File: config.mk
export PLATFORM = sky130hd
export DESIGN_NAME = rx_tag_fifo
export DESIGN_NICKNAME = d
export VERILOG_FILES = /design/src/rtl/rx_tag_fifo_pkg.sv /design/src/rtl/rx_tag_store.sv /design/src/rtl/rx_line_status.sv /design/src/rtl/rx_tag_fifo.sv
export SDC_FILE = /design/constraint.sdc
export NUM_CORES = 1
export LEC_CHECK = 0
export BUFFER_PORTS_ARGS = -buffer_cell sky130_fd_sc_hd__buf_2
export CORE_ASPECT_RATIO = 1.1
export CORE_UTILIZATION = 64
export CTS_BUF_LIST = sky130_fd_sc_hd__clkbuf_8
export DETAILED_ROUTE_END_ITERATION = 8
export PLACE_DENSITY = 0.82
export SLEW_MARGIN = 15
export SYNTH_ARGS = -nofsm -noshare
export SYNTH_HDL_FRONTEND = slang
export SYNTH_SLANG_ARGS = --single-unit
File: constraint.sdc
create_clock -name clk -period 3.8 [get_ports clk]
set_clock_uncertainty 0.15 [all_clocks]
set_input_delay 0.57 -clock clk [delete_from_list [all_inputs] [get_ports clk]]
set_output_delay 0.57 -clock clk [all_outputs]
set_load 0.005 [all_outputs]
File: src/rtl/rx_tag_fifo_pkg.sv
package rx_tag_fifo_pkg;

    typedef struct packed {
        logic brk;
        logic frm;
        logic par;
    } rx_tag_t;

    typedef struct packed {
        logic [7:0] data;
        rx_tag_t    tag;
    } rx_entry_t;

endpackage

File: src/rtl/rx_tag_store.sv
module rx_tag_store
    import rx_tag_fifo_pkg::*;
#(
    parameter int DEPTH = 16
) (
    input  logic      clk,
    input  logic      rst_n,
    input  logic      push_req,
    input  rx_entry_t push_entry,
    input  logic      pop_req,
    output rx_entry_t head_entry,
    output logic      full,
    output logic      empty,
    output logic      overrun_evt,
    output logic      head_arrive,
    output rx_tag_t   arrive_tag
);
    localparam int PW = (DEPTH > 1) ? $clog2(DEPTH) : 1;
    localparam int CW = $clog2(DEPTH + 1);

    typedef struct packed {
        rx_entry_t [DEPTH-1:0] mem;
        logic [PW-1:0]         wr_ptr;
        logic [PW-1:0]         rd_ptr;
        logic [CW-1:0]         count;
    } store_t;

    store_t st_d, st_q;

    function automatic logic [PW-1:0] ptr_inc(input logic [PW-1:0] p);
        return (p == PW'(DEPTH - 1)) ? '0 : p + 1'b1;
    endfunction

    logic          push_ok, pop_ok;
    logic [PW-1:0] rd_next;

    always_comb begin
        st_d        = st_q;
        pop_ok      = pop_req && (st_q.count != '0);
        push_ok     = push_req && (st_q.count != CW'(DEPTH));
        overrun_evt = push_req && (st_q.count == CW'(DEPTH));
        rd_next     = ptr_inc(st_q.rd_ptr);
        head_arrive = 1'b0;
        arrive_tag  = '0;

        if (push_ok) begin
            st_d.mem[st_q.wr_ptr] = push_entry;
            st_d.wr_ptr           = ptr_inc(st_q.wr_ptr);
        end
        if (pop_ok) begin
            st_d.rd_ptr = rd_next;
        end
        st_d.count = st_q.count + CW'(push_ok) - CW'(pop_ok);

        // A new oldest entry appears either behind a popped byte or by a
        // write that lands in an empty (or emptying) buffer.
        if (pop_ok && (st_q.count > CW'(1))) begin
            head_arrive = 1'b1;
            arrive_tag  = st_q.mem[rd_next].tag;
        end else if (push_ok && ((st_q.count == '0) ||
                                 (pop_ok && (st_q.count == CW'(1))))) begin
            head_arrive = 1'b1;
            arrive_tag  = push_entry.tag;
        end
    end

    always_ff @(posedge clk) begin
        if (!rst_n) begin
            st_q <= '0;
        end else begin
            st_q <= st_d;
        end
    end

    assign head_entry = st_q.mem[st_q.rd_ptr];
    assign full       = (st_q.count == CW'(DEPTH));
    assign empty      = (st_q.count == '0);

endmodule

File: src/rtl/rx_line_status.sv
module rx_line_status
    import rx_tag_fifo_pkg::*;
(
    input  logic       clk,
    input  logic       rst_n,
    input  logic       clr,
    input  logic       overrun_evt,
    input  logic       head_arrive,
    input  rx_tag_t    arrive_tag,
    input  logic       empty,
    output logic [4:0] status
);
    typedef struct packed {
        logic    ovr;
        rx_tag_t flags;
    } stat_t;

    stat_t sq_d, sq_q;

    always_comb begin
        sq_d = sq_q;
        if (clr) begin
            sq_d = '0;
        end
        // Set events are applied after the clear so they take priority.
        if (overrun_evt) begin
            sq_d.ovr = 1'b1;
        end
        if (head_arrive) begin
            sq_d.flags = sq_d.flags | arrive_tag;
        end
    end

    always_ff @(posedge clk) begin
        if (!rst_n) begin
            sq_q <= '0;
        end else begin
            sq_q <= sq_d;
        end
    end

    assign status = {sq_q.flags.brk, sq_q.flags.frm, sq_q.flags.par,
                     sq_q.ovr, ~empty};

endmodule

File: src/rtl/rx_tag_fifo.sv
module rx_tag_fifo
    import rx_tag_fifo_pkg::*;
#(
    parameter int DEPTH = 16
) (
    input  logic       clk,
    input  logic       rst_n,
    input  logic       wr_valid,
    input  logic [7:0] wr_data,
    input  logic       wr_par_err,
    input  logic       wr_frm_err,
    input  logic       wr_brk,
    input  logic       rd_pop,
    input  logic       rd_stat,
    output logic [7:0] rd_data,
    output logic       full,
    output logic       empty,
    output logic [4:0] line_status
);
    rx_entry_t in_entry, head_entry;
    rx_tag_t   arrive_tag;
    logic      overrun_evt, head_arrive;

    assign in_entry.data    = wr_data;
    assign in_entry.tag.brk = wr_brk;
    assign in_entry.tag.frm = wr_frm_err;
    assign in_entry.tag.par = wr_par_err;

    rx_tag_store #(.DEPTH(DEPTH)) u_store (
        .clk         (clk),
        .rst_n       (rst_n),
        .push_req    (wr_valid),
        .push_entry  (in_entry),
        .pop_req     (rd_pop),
        .head_entry  (head_entry),
        .full        (full),
        .empty       (empty),
        .overrun_evt (overrun_evt),
        .head_arrive (head_arrive),
        .arrive_tag  (arrive_tag)
    );

    rx_line_status u_status (
        .clk         (clk),
        .rst_n       (rst_n),
        .clr         (rd_stat),
        .overrun_evt (overrun_evt),
        .head_arrive (head_arrive),
        .arrive_tag  (arrive_tag),
        .empty       (empty),
        .status      (line_status)
    );

    assign rd_data = head_entry.data;

endmodule

==> results.toml, run 1 <==
[finish]
drive_above_1_share_pct = 12.63
area_growth_pct = 5.755
fin_nets = 858

[logic_synthesis]
synth_area_per_cell_um2 = 11.17
synth_edf_count = 0
synth-seq-area-share_pct = 41.81
syn-instance-count = 827
syn-num-nets = 858
ys_ff_latch = 193
synth_ff_type = "dfxtp_1"
synth-async-reset-ratio_pct = 0
netlist_area_um2 = 9240
ys_types = 41
synth-warning-count = 0

[critical_path]
crit_required_ns = 3.08
path_max_fanout = 32
start_kind = "register"
end_kind = "output port"
arrival_ns = 2.42
path_class = "register to output port"

[timing]
worst_slack_ns = 0.6584
slew_violations = 0
layout_min_cycle_time_ns = 3.142
setup-violations-final = 0
tns_ns = 0
max_freq_ghz = 0.3183
hold_viol = 0
rsz0062_at_grt = "no"
timing_worst_slew_pin_value_ns = 0.8756
fin_crit_sh_pct = 82.68
max_slew_margin_pct = 41.62

[grt]
use_met1_pct = 35.04
grtUsageMet2_pct = 47.23
grt-ovfl-total = 0
grt_pass1_vias = 6095
grt_pass1_wl_um = 31350
grt.total_usage_pct = 28.45
met3_usage_pct = 6.714
grt-busiest-layer = "met2"
antenna_found_initial = 1
grt_max_degree = 113

[status]
status = "complete, no violations"

[clock_tree]
clk-insertion-delay-late_ns = 0.47
clock-root-buffer = "clkbuf_8"
cts-buffers-inserted = 17
htreeDepth = 4
cts-resized-gates = 0
clockBufferDepth = 2
clk_pin_slew_worst_paths_ns = 0.08
holdBufCountCts = 0
cts_sinks = 193
post_cts_buffers = 0
cts_tree = "done"

[place]
dpl_worst_slack_ns = 0.7736
numPortBuffers = 30
dp_hpwl_um = 12940
gp_congestion = 0.7950

[detailed_routing]
via_per_inst = 5.863
initialDrtViolationCount = 378
wl_per_cell_um = 19.27
drc = 0
ant_nets = 0
firstDrtPassIters = 5
wirelength_um = 19810
vias = 6027

[floorplanning]
boundaryPins = 31
rows = 45
die_h_um = 128.0
core_area_um2 = 13960
start_util_pct = 66.17
dieArea_um2 = 14920
fp.dieW_um = 116.6

[hold_path]
hold_class = "primary input to register"

[pwr]
p_leak_nw = 4.391
max-vdd-ir-drop_uv = 242.7
powerDensity_nw_per_um2 = 442.4

[flow_run]
maxCapViolations = 0
## registers in the layout (all words and copies together), names as in the netlist
| signal | cells |
|---|---|
| u_status.status | 4 |
| u_store.st_q | 189 |
## power breakdown
| group | total, mW | switching (mW) | internal (mW) |
|---|---|---|---|
| registers | 2.15 | 0.0484 | 2.10 |
| logic | 0.983 | 0.538 | 0.445 |
| clock network | 1.19 | 0.663 | 0.530 |
## path summary, 6_finish.rpt
check | end | depth (start not counted) | slack [ns] | from
worst max-delay path | rd_data[1] | 4 | 0.66 | u_store.st_q[6]$_SDFFE_PN0P_
worst max register to register | u_store.st_q[4]$_SDFF_PN0_ | 16 | 0.78 | u_store.st_q[2]$_SDFF_PN0_
worst min-delay path | u_status.status[1]$_SDFFE_PN0P_ | 3 | 0.25 | wr_valid
worst min register to register | u_store.st_q[179]$_SDFFE_PN0P_ | 2 | 0.31 | u_store.st_q[179]$_SDFFE_PN0P_
## cells by family (layout without fill, tap and decap cells)
| kind of cell | Yosys count | count (layout) | synth area share [%] |
|---|---|---|---|
| AOI/OAI and AO/OA | 47 | 47 | 3.710 |
| and+or+nand+nor | 255 | 255 | 15.84 |
| DFF | 193 | 193 | 41.81 |
| buffers and inverters | 85 | 97 | 4.767 |
| adders and majority gates | 15 | 15 | 2.112 |
| xor gates and xnor gates | 7 | 7 | 0.7449 |
| muxes | 225 | 225 | 31.01 |
| other | 0 | 1 | 0 |
## metrics by stage
step	instances	utilization (%)	power, mW	hold slack, ns	cell area, um2
after global routing	1028	69.98	4.538	0.2342	9772
after CTS	1027	69.96	4.347	0.2232	9769
final	1028	69.98	4.323	0.2473	9772
after floorplan	827	-	2.947	0.2805	9240
after detailed placement	996	67.53	3.174	0.3013	9429
after global placement	996	67.53	3.133	0.2920	9429
## worst max-delay path, cell delays in order (launching register included)
cell and delay (ns):
dfxtp_1 0.41, buf_4 0.45, mux4_2 0.40, mux4_2 0.53, buf_2 0.16
## cells in the mapped netlist, types with 3 or more instances
master,n,area share [%]
dfxtp_1,193,42
mux2i_1,182,20
nor2b_1,167,11
nand2_1,48,1.9
clkbuf_1,40,1.6
mux4_2,23,5.6
a21boi_0,20,1.6
mux4_1,20,5.7
buf_4,16,1.3
ha_1,14,1.9
inv_1,13,0.53
nand3_1,10,0.54
buf_2,7,0.38
buf_6,7,0.85
nor2_1,7,0.28
and3_1,5,0.34
nand4_1,5,0.34
a21boi_1,4,0.32
a21oi_1,4,0.22
and2_1,4,0.27
o21ai_0,4,0.22
a211oi_1,3,0.24
a222oi_1,3,0.32
a22o_1,3,0.28
a31oi_1,3,0.20
xnor2_1,3,0.28
xor2_1,3,0.28
## per-layer routing
metal	part of all wire, %	up-vias
li1	-	2877
met1	43	2943
met2	49	158
met3	4.8	49
met4	3.2	0
met5	0	-
## final cells by class
class                   count  area (um2)
fillers                  1105        4192
inverters                  13       48.80
multi-input cells         549        4942
clock inverters            12       78.83
diodes                      1       2.502
repair buffers             53       337.8
flip-flops and latches    193        3865
clock buffers              19       261.5
well taps                 188       235.2
## layout by cell type (no fill, tap or decap), types with 2 or more instances in the layout
cell      instances
nand2_1          48
clkbuf_8         19
nor4_1            2
mux2i_1         182
ha_1             14
a22o_1            3
a21boi_1          4
buf_4            23
o21ai_0           4
and2_1            4
a211oi_1          3
dfxtp_1         192
mux4_2           23
a21oi_1           4
nor2b_1         167
a31oi_1           2
a222oi_1          3
and3_1            5
xor2_1            3
nand3_1          10
xnor2_1           3
nand4_1           5
mux4_1           20
a21boi_0         20
buf_2            29
clkinv_2          6
nor2_1            7
inv_1            18
No activity file was read; power rests on OpenSTA's default activity.
==> inputs of run 2 (changes only) <==
- clock period: 3.8 -> 3.23 ns (I/O delays scaled with it)
==> run 2 against run 1 <==
Effect of this change:
- cell count up 1.3%
- first-iteration DRC count up 29%
- hold slack worse by 0.098 ns
- utilization up 1.7 points
- sequential power up 20%
- sequential cell count unchanged
- non-clock buffer count up 12
- die area unchanged
- sequential share of layout area down 0.94 points
- routed wire length up 4.5%
- count of clock-buffer cells in the layout down 2
- critical path type unchanged
- highest routed layer unchanged
==> results.toml, run 2 (same netlist as run 1, synthesis figures left out) <==
[floorplanning]
core_area_um2 = 13960
boundaryPins = 31
dieArea_um2 = 14920
die_h_um = 128.0
rows = 45
fp.dieW_um = 116.6
start_util_pct = 66.17

[timing]
rsz0062_at_grt = "no"
setup-violations-final = 0
timing_worst_slew_pin_value_ns = 0.8670
layout_min_cycle_time_ns = 3.100
slew_violations = 0
max_freq_ghz = 0.3226
hold_viol = 0
max_slew_margin_pct = 42.20
fin_crit_sh_pct = 95.97
tns_ns = 0

[hold_path]
hold_class = "primary input to register"
hp-start = "wr_valid"

[finish]
final_cell_mix = "dfxtp_1 (192), mux2i_1 (182), nor2b_1 (167)"
drive_above_1_share_pct = 14.67
fin_nets = 870
area_growth_pct = 8.396
layout_commonest_cell = "dfxtp_1"
largest-register = "u_store.st_q"
largest_reg_flops = 189

[detailed_routing]
wl_per_cell_um = 19.89
routed.top_layer = "met4"
m1WireLength_um = 8732
firstDrtPassIters = 5
vias = 6153
via_per_inst = 5.911
drc = 0
initialDrtViolationCount = 487
wl_met3_um = 1005
wirelength_um = 20710
dr_wl_met2_um = 10250
ant_nets = 0

[grt]
antenna_found_initial = 1
grt_pass1_vias = 6269
grt.total_usage_pct = 29.92
grt_pass1_wl_um = 32930
grt_max_degree = 115
grt-ovfl-total = 0

[pwr]
p_clk_share_pct = 33.1
pwr-share-seq_pct = 46.4
p_leak_nw = 4.484
max-vdd-ir-drop_uv = 305.0
p_sw_share_pct = 27.50
powerDensity_nw_per_um2 = 552.3
p_int_mw = 4.010
combPwrFrac_pct = 20.6
finalPower_mw = 5.532
power.switching_mw = 1.521

[clock_tree]
clk_pin_slew_worst_paths_ns = 0.09
cts_sinks = 193
post_cts_buffers = 0
cts_tree = "done"
clock-root-buffer = "clkbuf_8"
clk-insertion-delay-late_ns = 0.48
htreeDepth = 4
clockBufferDepth = 2
cts-buffers-inserted = 17

[critical_path]
path_class = "register to output port"
crit_required_ns = 2.60
end_kind = "output port"
start_kind = "register"
path_max_fanout = 15
arrival_ns = 2.47
cp-startpoint = "u_store.st_q[5]$_SDFFE_PN0P_"
r2r-start = "u_store.st_q[2]$_SDFF_PN0_"

[place]
numPortBuffers = 30
gp_congestion = 0.8989
dp_hpwl_um = 13830

[status]
status = "complete, no violations"

[flow_run]
maxCapViolations = 0
-- run 2: area by class of cell --
| class | count | area [um2] |
|---|---|---|
| inverters | 13 | 48.80 |
| fillers | 1023 | 3948 |
| multi-input cells | 549 | 4947 |
| clock buffers | 17 | 234.0 |
| well taps | 188 | 235.2 |
| clock inverters | 15 | 240.2 |
| diodes | 1 | 2.502 |
| repair buffers | 65 | 440.4 |
| flip-flops and latches | 193 | 3867 |
-- run 2: power groups by stage --
stage	Combinational [mW]	Sequential [mW]	Clock, mW
after global routing	1.26	2.58	1.95
final	1.14	2.57	1.83
after CTS	1.13	2.56	1.85
after floorplan	0.904	2.56	0
after detailed placement	1.13	2.62	0
after global placement	1.09	2.61	0
-- run 2: stage by stage --
step	hold slack, ns	worst slack [ns]	instances	area [um2]	utilization [%]
final	0.1490	0.1303	1041	10020	71.73
after floorplan	0.2805	0.4837	827	9240	-
after detailed placement	0.3046	0.3767	1008	9532	68.26
after global placement	0.2874	0.4498	1008	9532	68.26
after CTS	0.1369	0.1000	1040	10010	71.68
after global routing	0.1777	0.02765	1041	10020	71.73
-- run 2: path summary, 6_finish.rpt --
path	depth (start not counted)	slack, ns	endpoint
max	4	0.13	rd_data[6]
min reg2reg	2	0.32	u_store.st_q[180]$_SDFFE_PN0P_
max reg2reg	16	0.50	u_store.st_q[4]$_SDFF_PN0_
min	3	0.15	u_status.status[1]$_SDFFE_PN0P_
-- run 2: metal layers --
| metal | vias up | track usage [%] |
|---|---|---|
| li1 | 2895 | - |
| met1 | 3019 | 36.51 |
| met2 | 187 | 50.64 |
| met3 | 52 | 4.870 |
| met4 | 0 | 15.56 |
| met5 | - | 0 |
-- run 2: repair_timing --
item,4_1_cts,5_1_grt
resized for setup,1,1
hold buffers,0,0
setup endpoints to repair,4,1
-- run 2: critical path, cell delays in order (launching register included) --
cell and delay, ns:
dfxtp_4 0.54, buf_4 0.29, mux4_1 0.56, mux4_2 0.46
buf_2 0.14
